File: src/rtl/yfp_pkg.sv
package yfp_pkg;
  localparam int PIX_W  = 16;
  localparam int WORD_W = 2 * PIX_W;
  localparam int BE_W   = WORD_W / 8;

  localparam logic [WORD_W-1:0] HDR_FIRST  = 32'h0000_820C;
  localparam logic [WORD_W-1:0] HDR_MARKER = 32'hBABE_FACE;
  localparam logic [WORD_W-1:0] TERM_WORD  = WORD_W'(8'h55);

  localparam logic [BE_W-1:0] BE_FULL = {BE_W{1'b1}};
  localparam logic [BE_W-1:0] BE_HALF = {{(BE_W/2){1'b0}}, {(BE_W/2){1'b1}}};
  localparam logic [BE_W-1:0] BE_TERM = BE_W'(1);

  typedef struct packed {
    logic             close;
    logic             vsync;
    logic             de;
    logic [PIX_W-1:0] pix;
  } beat_t;

  function automatic logic [WORD_W-1:0] hdr_word(input logic [1:0] idx);
    return (idx == 2'd0) ? HDR_FIRST : HDR_MARKER;
  endfunction
endpackage

File: src/rtl/yfp_src_stage.sv
module yfp_src_stage
  import yfp_pkg::*;
(
  input  logic             clk,
  input  logic             rst,
  input  logic             src_sel,
  input  logic             int_vsync,
  input  logic             int_de,
  input  logic [PIX_W-1:0] int_pix,
  input  logic             ext_vsync,
  input  logic             ext_de,
  input  logic [PIX_W-1:0] ext_pix,
  input  logic             close_req,
  output beat_t            beat
);
  beat_t cand [2];

  always_comb begin
    cand[0] = '{close: close_req, vsync: int_vsync, de: int_de, pix: int_pix};
    cand[1] = '{close: close_req, vsync: ext_vsync, de: ext_de, pix: ext_pix};
  end

  always_ff @(posedge clk) begin
    if (rst) beat <= '0;
    else     beat <= cand[src_sel];
  end
endmodule

File: src/rtl/yfp_frame_track.sv
module yfp_frame_track #(
  parameter int ACTIVE_LINES = 480
) (
  input  logic clk,
  input  logic rst,
  input  logic vsync,
  input  logic de,
  output logic sof,
  output logic line_end,
  output logic last_line
);
  localparam int LINE_W = $clog2(ACTIVE_LINES + 1);

  logic              prev_vs;
  logic              prev_de;
  logic [LINE_W-1:0] line_cnt;

  assign sof       = vsync & ~prev_vs;
  assign line_end  = prev_de & ~de;
  assign last_line = (line_cnt == LINE_W'(ACTIVE_LINES - 1));

  always_ff @(posedge clk) begin
    if (rst) begin
      prev_vs  <= 1'b0;
      prev_de  <= 1'b0;
      line_cnt <= '0;
    end else begin
      prev_vs <= vsync;
      prev_de <= de;
      if (sof)           line_cnt <= '0;
      else if (line_end) line_cnt <= line_cnt + 1'b1;
    end
  end
endmodule

File: src/rtl/yfp_word_pack.sv
module yfp_word_pack
  import yfp_pkg::*;
(
  input  logic              clk,
  input  logic              rst,
  input  beat_t             beat,
  input  logic              sof,
  input  logic              line_end,
  input  logic              last_line,
  output logic              out_valid,
  output logic [WORD_W-1:0] out_data,
  output logic [BE_W-1:0]   out_be
);
  typedef enum logic [1:0] {ST_IDLE, ST_HDR, ST_BODY, ST_TERM} state_t;

  state_t           st;
  logic [1:0]       hdr_idx;
  logic             cls_pend;
  logic             held_v;
  logic [PIX_W-1:0] held_px;

  always_ff @(posedge clk) begin
    if (rst) begin
      st        <= ST_IDLE;
      hdr_idx   <= '0;
      cls_pend  <= 1'b0;
      held_v    <= 1'b0;
      held_px   <= '0;
      out_valid <= 1'b0;
      out_data  <= '0;
      out_be    <= '0;
    end else begin
      out_valid <= 1'b0;
      out_data  <= '0;
      out_be    <= '0;
      case (st)
        ST_IDLE: begin
          if (sof) begin
            out_valid <= 1'b1;
            out_data  <= hdr_word(2'd0);
            out_be    <= BE_FULL;
            hdr_idx   <= 2'd1;
            cls_pend  <= beat.close;
            held_v    <= 1'b0;
            st        <= ST_HDR;
          end
        end
        ST_HDR: begin
          out_valid <= 1'b1;
          out_data  <= hdr_word(hdr_idx);
          out_be    <= BE_FULL;
          hdr_idx   <= hdr_idx + 2'd1;
          if (beat.close) cls_pend <= 1'b1;
          if (hdr_idx == 2'd2)
            st <= (cls_pend | beat.close) ? ST_TERM : ST_BODY;
        end
        ST_BODY: begin
          if (beat.close) begin
            out_valid <= 1'b1;
            out_data  <= TERM_WORD;
            out_be    <= BE_TERM;
            held_v    <= 1'b0;
            st        <= ST_IDLE;
          end else if (beat.de) begin
            if (held_v) begin
              out_valid <= 1'b1;
              out_data  <= {beat.pix, held_px};
              out_be    <= BE_FULL;
              held_v    <= 1'b0;
            end else begin
              held_px <= beat.pix;
              held_v  <= 1'b1;
            end
          end else if (line_end) begin
            if (held_v) begin
              out_valid <= 1'b1;
              out_data  <= {{PIX_W{1'b0}}, held_px};
              out_be    <= BE_HALF;
              held_v    <= 1'b0;
            end
            if (last_line) st <= ST_TERM;
          end
        end
        ST_TERM: begin
          out_valid <= 1'b1;
          out_data  <= TERM_WORD;
          out_be    <= BE_TERM;
          st        <= ST_IDLE;
        end
        default: st <= ST_IDLE;
      endcase
    end
  end
endmodule

File: src/rtl/yuv_frame_packer.sv
module yuv_frame_packer
  import yfp_pkg::*;
#(
  parameter int ACTIVE_LINES = 480
) (
  input  logic              clk,
  input  logic              rst,
  input  logic              src_sel,
  input  logic              int_vsync,
  input  logic              int_de,
  input  logic [PIX_W-1:0]  int_pix,
  input  logic              ext_vsync,
  input  logic              ext_de,
  input  logic [PIX_W-1:0]  ext_pix,
  input  logic              close_req,
  output logic              out_valid,
  output logic [WORD_W-1:0] out_data,
  output logic [BE_W-1:0]   out_be
);
  beat_t beat;
  logic  sof;
  logic  line_end;
  logic  last_line;

  yfp_src_stage u_src (
    .clk       (clk),
    .rst       (rst),
    .src_sel   (src_sel),
    .int_vsync (int_vsync),
    .int_de    (int_de),
    .int_pix   (int_pix),
    .ext_vsync (ext_vsync),
    .ext_de    (ext_de),
    .ext_pix   (ext_pix),
    .close_req (close_req),
    .beat      (beat)
  );

  yfp_frame_track #(.ACTIVE_LINES(ACTIVE_LINES)) u_track (
    .clk       (clk),
    .rst       (rst),
    .vsync     (beat.vsync),
    .de        (beat.de),
    .sof       (sof),
    .line_end  (line_end),
    .last_line (last_line)
  );

  yfp_word_pack u_pack (
    .clk       (clk),
    .rst       (rst),
    .beat      (beat),
    .sof       (sof),
    .line_end  (line_end),
    .last_line (last_line),
    .out_valid (out_valid),
    .out_data  (out_data),
    .out_be    (out_be)
  );
endmodule

File: config.mk
export PLATFORM = sky130hd
export DESIGN_NAME = yuv_frame_packer
export DESIGN_NICKNAME = d
export VERILOG_FILES = /design/src/rtl/yfp_pkg.sv /design/src/rtl/yfp_src_stage.sv /design/src/rtl/yfp_frame_track.sv /design/src/rtl/yfp_word_pack.sv /design/src/rtl/yuv_frame_packer.sv
export SDC_FILE = /design/constraint.sdc
export NUM_CORES = 1
export LEC_CHECK = 0
export ABC_AREA = 1
export BUFFER_PORTS_ARGS = -buffer_cell sky130_fd_sc_hd__buf_2
export CORE_ASPECT_RATIO = 1.25
export CORE_MARGIN = 4
export CORE_UTILIZATION = 30
export DETAILED_ROUTE_END_ITERATION = 10
export MAX_ROUTING_LAYER = met4
export PLACE_DENSITY_LB_ADDON = 0.05
export SETUP_SLACK_MARGIN = 0.2
export SLEW_MARGIN = 20
export SYNTH_ARGS = -nofsm -noshare
export SYNTH_HDL_FRONTEND = slang
export SYNTH_HIERARCHICAL = 1
export SYNTH_SLANG_ARGS = --single-unit
File: constraint.sdc
create_clock -name clk -period 1.15 [get_ports clk]
set_input_delay 0 -clock clk [delete_from_list [all_inputs] [get_ports clk]]
set_output_delay 0 -clock clk [all_outputs]
set_load 0.02 [all_outputs]
==> run metrics <==
vias in the first global route 3170; Clock Skews 4.60 ps; total number of vias 3294; drt first-iter violations 52; setup TNS -1590 ps; most common cell after layout, fill and taps aside dfxtp_1; kind of critical path flop to flop; Peak VDD IR 0.000625 V; TritonCTS clock tree done; Yosys reg bits 88; ANT cells 0; Hold Path Class input pin to flop; first-pass GRT wire length 15000 µm; post-synthesis cell type count 26; Final Critical Period 1240 ps; Post-DRT Antenna Nets 0; gpl congestion 0.832; max-cap viol count 0; gr usage total 15.1%; Power Density 1370 nW/µm²; clock sinks 88; die area 13100 µm²; synthesized area per cell 7.72 µm²; crit path DAT 1510 ps; Final period util 108%; Ports 77; WL final 9750 µm; filler cell count 1026; area leader, netlist dfxtp_1; Synth Instances 441; Logic pwr share 21.7%; P_int 5810 µW; slew margin rel. 64.8%; required time worst endpoint 1420 ps; drt wl/cell 12.9 µm; Hold WS 106 ps; Worst-Margin Slew 528 ps; Sw Share 28.1%; post-synth top area share 51.8%; clock latency on the worst-skew pair 340 ps; Ys Warns 6; multi-input combinational cell area 1940 µm²; RSZ-0062 raised after global routing true; dpl hpwl 6330 µm; Worst Reg-to-Reg Cells 7; grt total ovfl 0; Clk pin slew, worst setup/hold paths 60 ps; Setup crit end kind flop; hold path depth 4; setup ws final -86.5 ps; area growth from synthesis to layout 73.4%; Fmax 0.809 GHz; clk buf depth 2; clock share of power 36.3%; sequential fraction of design power 42.0%; Starting Density 30.7%; Critical Path Start Type flop; register area 1780 µm²; sw power 2280 µW; CP Max Fanout 5; layout cells sized above 1 49.4%; status complete, but fails checks; violated checks negative setup slack; Core Footprint 11100 µm²; die span in y 127 µm; pin count of the biggest net entering global routing 37; most frequent cells in the layout 78 x dfxtp_1, 76 x buf_2, 68 x nand2_1; Syn Nets 484; Die Width 103 µm; synth top area cells dfxtp_1 52%, nand2_1 9.3%, a21oi_1 7.9%; Reg2Reg Setup Slack -90 ps; CTS Buf Count 9; clk root buf clkbuf_16; Layout Nets 658; Vias per Instance 4.37; sequential area share after synthesis 51.8%; initial antenna violation count 0; I/O Buffers 76; final hold violations 0; drc violations 0; Final Max Tran Viols 0; length of the first detailed-routing pass in iterations 4; Final setup viols 44; H-tree levels 3; Static Leak 0.00251 µW; Post-Syn Area 3400 µm²; FP Rows 43
-- state kept, by name, indices dropped and copies added, names as in the netlist --
signal and cells:
u_src/beat 19, u_pack/held_v 1, u_pack/hdr_idx 2, u_pack/held_px 16, u_track/line_cnt 9, u_track/prev_de 1
u_pack/st 2, u_track/prev_vs 1, u_pack/cls_pend 1, u_pack/out_be 3, u_pack/out_valid 1, u_pack/out_data 32
-- logic make-up after synthesis --
kind of cell / Yosys count / share of synthesized area [%]
AOI/OAI and AO/OA: 79 / 11.9
buffers and inverters: 79 / 10.4
and+or+nand+nor: 192 / 24.8
adders and majority gates: 3 / 1.10
DFF: 88 / 51.8
-- Yosys cell counts, drive strengths merged --
cell type and number:
dfxtp 88, nor2 76, o21a 1, buf 15, o21bai 1, nand2 87, inv 61, nor3 4
clkbuf 3, nand3 25, ha 3, a211oi 1, a21oi 54, o21ai 22
-- metrics by stage --
stage	util (%)	instance area (µm²)	cells	power, µW	worst slack, ps
2_1_floorplan	-	3490	441	4100	-23.6
3_3_place_gp	37.9	4200	673	4550	-109
3_5_place_dp	37.9	4200	673	4550	-135
4_1_cts	47.9	5310	739	7810	-76.8
5_1_grt	53.3	5900	754	8450	-130
6_report	53.3	5900	754	8080	-86.5
-- area by class of cell --
type	instances	share of cell area [%]
inverter	61	4.35
sequential	88	30.1
clock inverter	4	0.912
tap	135	2.86
timing repair buffer	178	24.8
clock buffer	11	4.11
multi-input combinational	277	32.8
-- power by group through the flow --
stage	Sequential (µW)	Combinational, µW	Clock, µW
after CTS	3370	1420	3030
after global placement	3420	1130	0
final	3390	1750	2930
after floorplan	3540	561	0
after global routing	3410	1900	3130
after detailed placement	3420	1130	0
-- worst paths after layout --
check               startpoint                   to
max reg2reg       u_pack/st[1]  u_pack/out_data[15]
min reg2reg  u_pack/held_px[1]   u_pack/out_data[1]
min                        rst       u_src/beat[16]
max               u_pack/st[1]  u_pack/out_data[15]
-- critical path, cell delays in order (launching register included) --
cell and delay (ps):
dfxtp_4 380, buf_6 120, nand2_4 50, nor2_4 130, inv_4 80, nor2_4 200
nand2_1 80, a21oi_1 120
-- layer usage --
metal  GRT usage, %  share of wire, %  vias up
met4           4.57               1.4        0
li1               -                 -     1726
met5              -                 0        -
met2           24.8                52       71
met1           18.3                43     1488
met3           3.50               3.4        9
-- repair_timing --
action                                  CTS  global route
pin swaps                                19            31
hold buffers                             37             0
cloned                                    3             4
endpoints found under the setup margin   67            67
resized for setup                        71           108
hold endpoints to repair                 19             0
setup buffers                            11            11
Power figures use the tool's default switching activity.
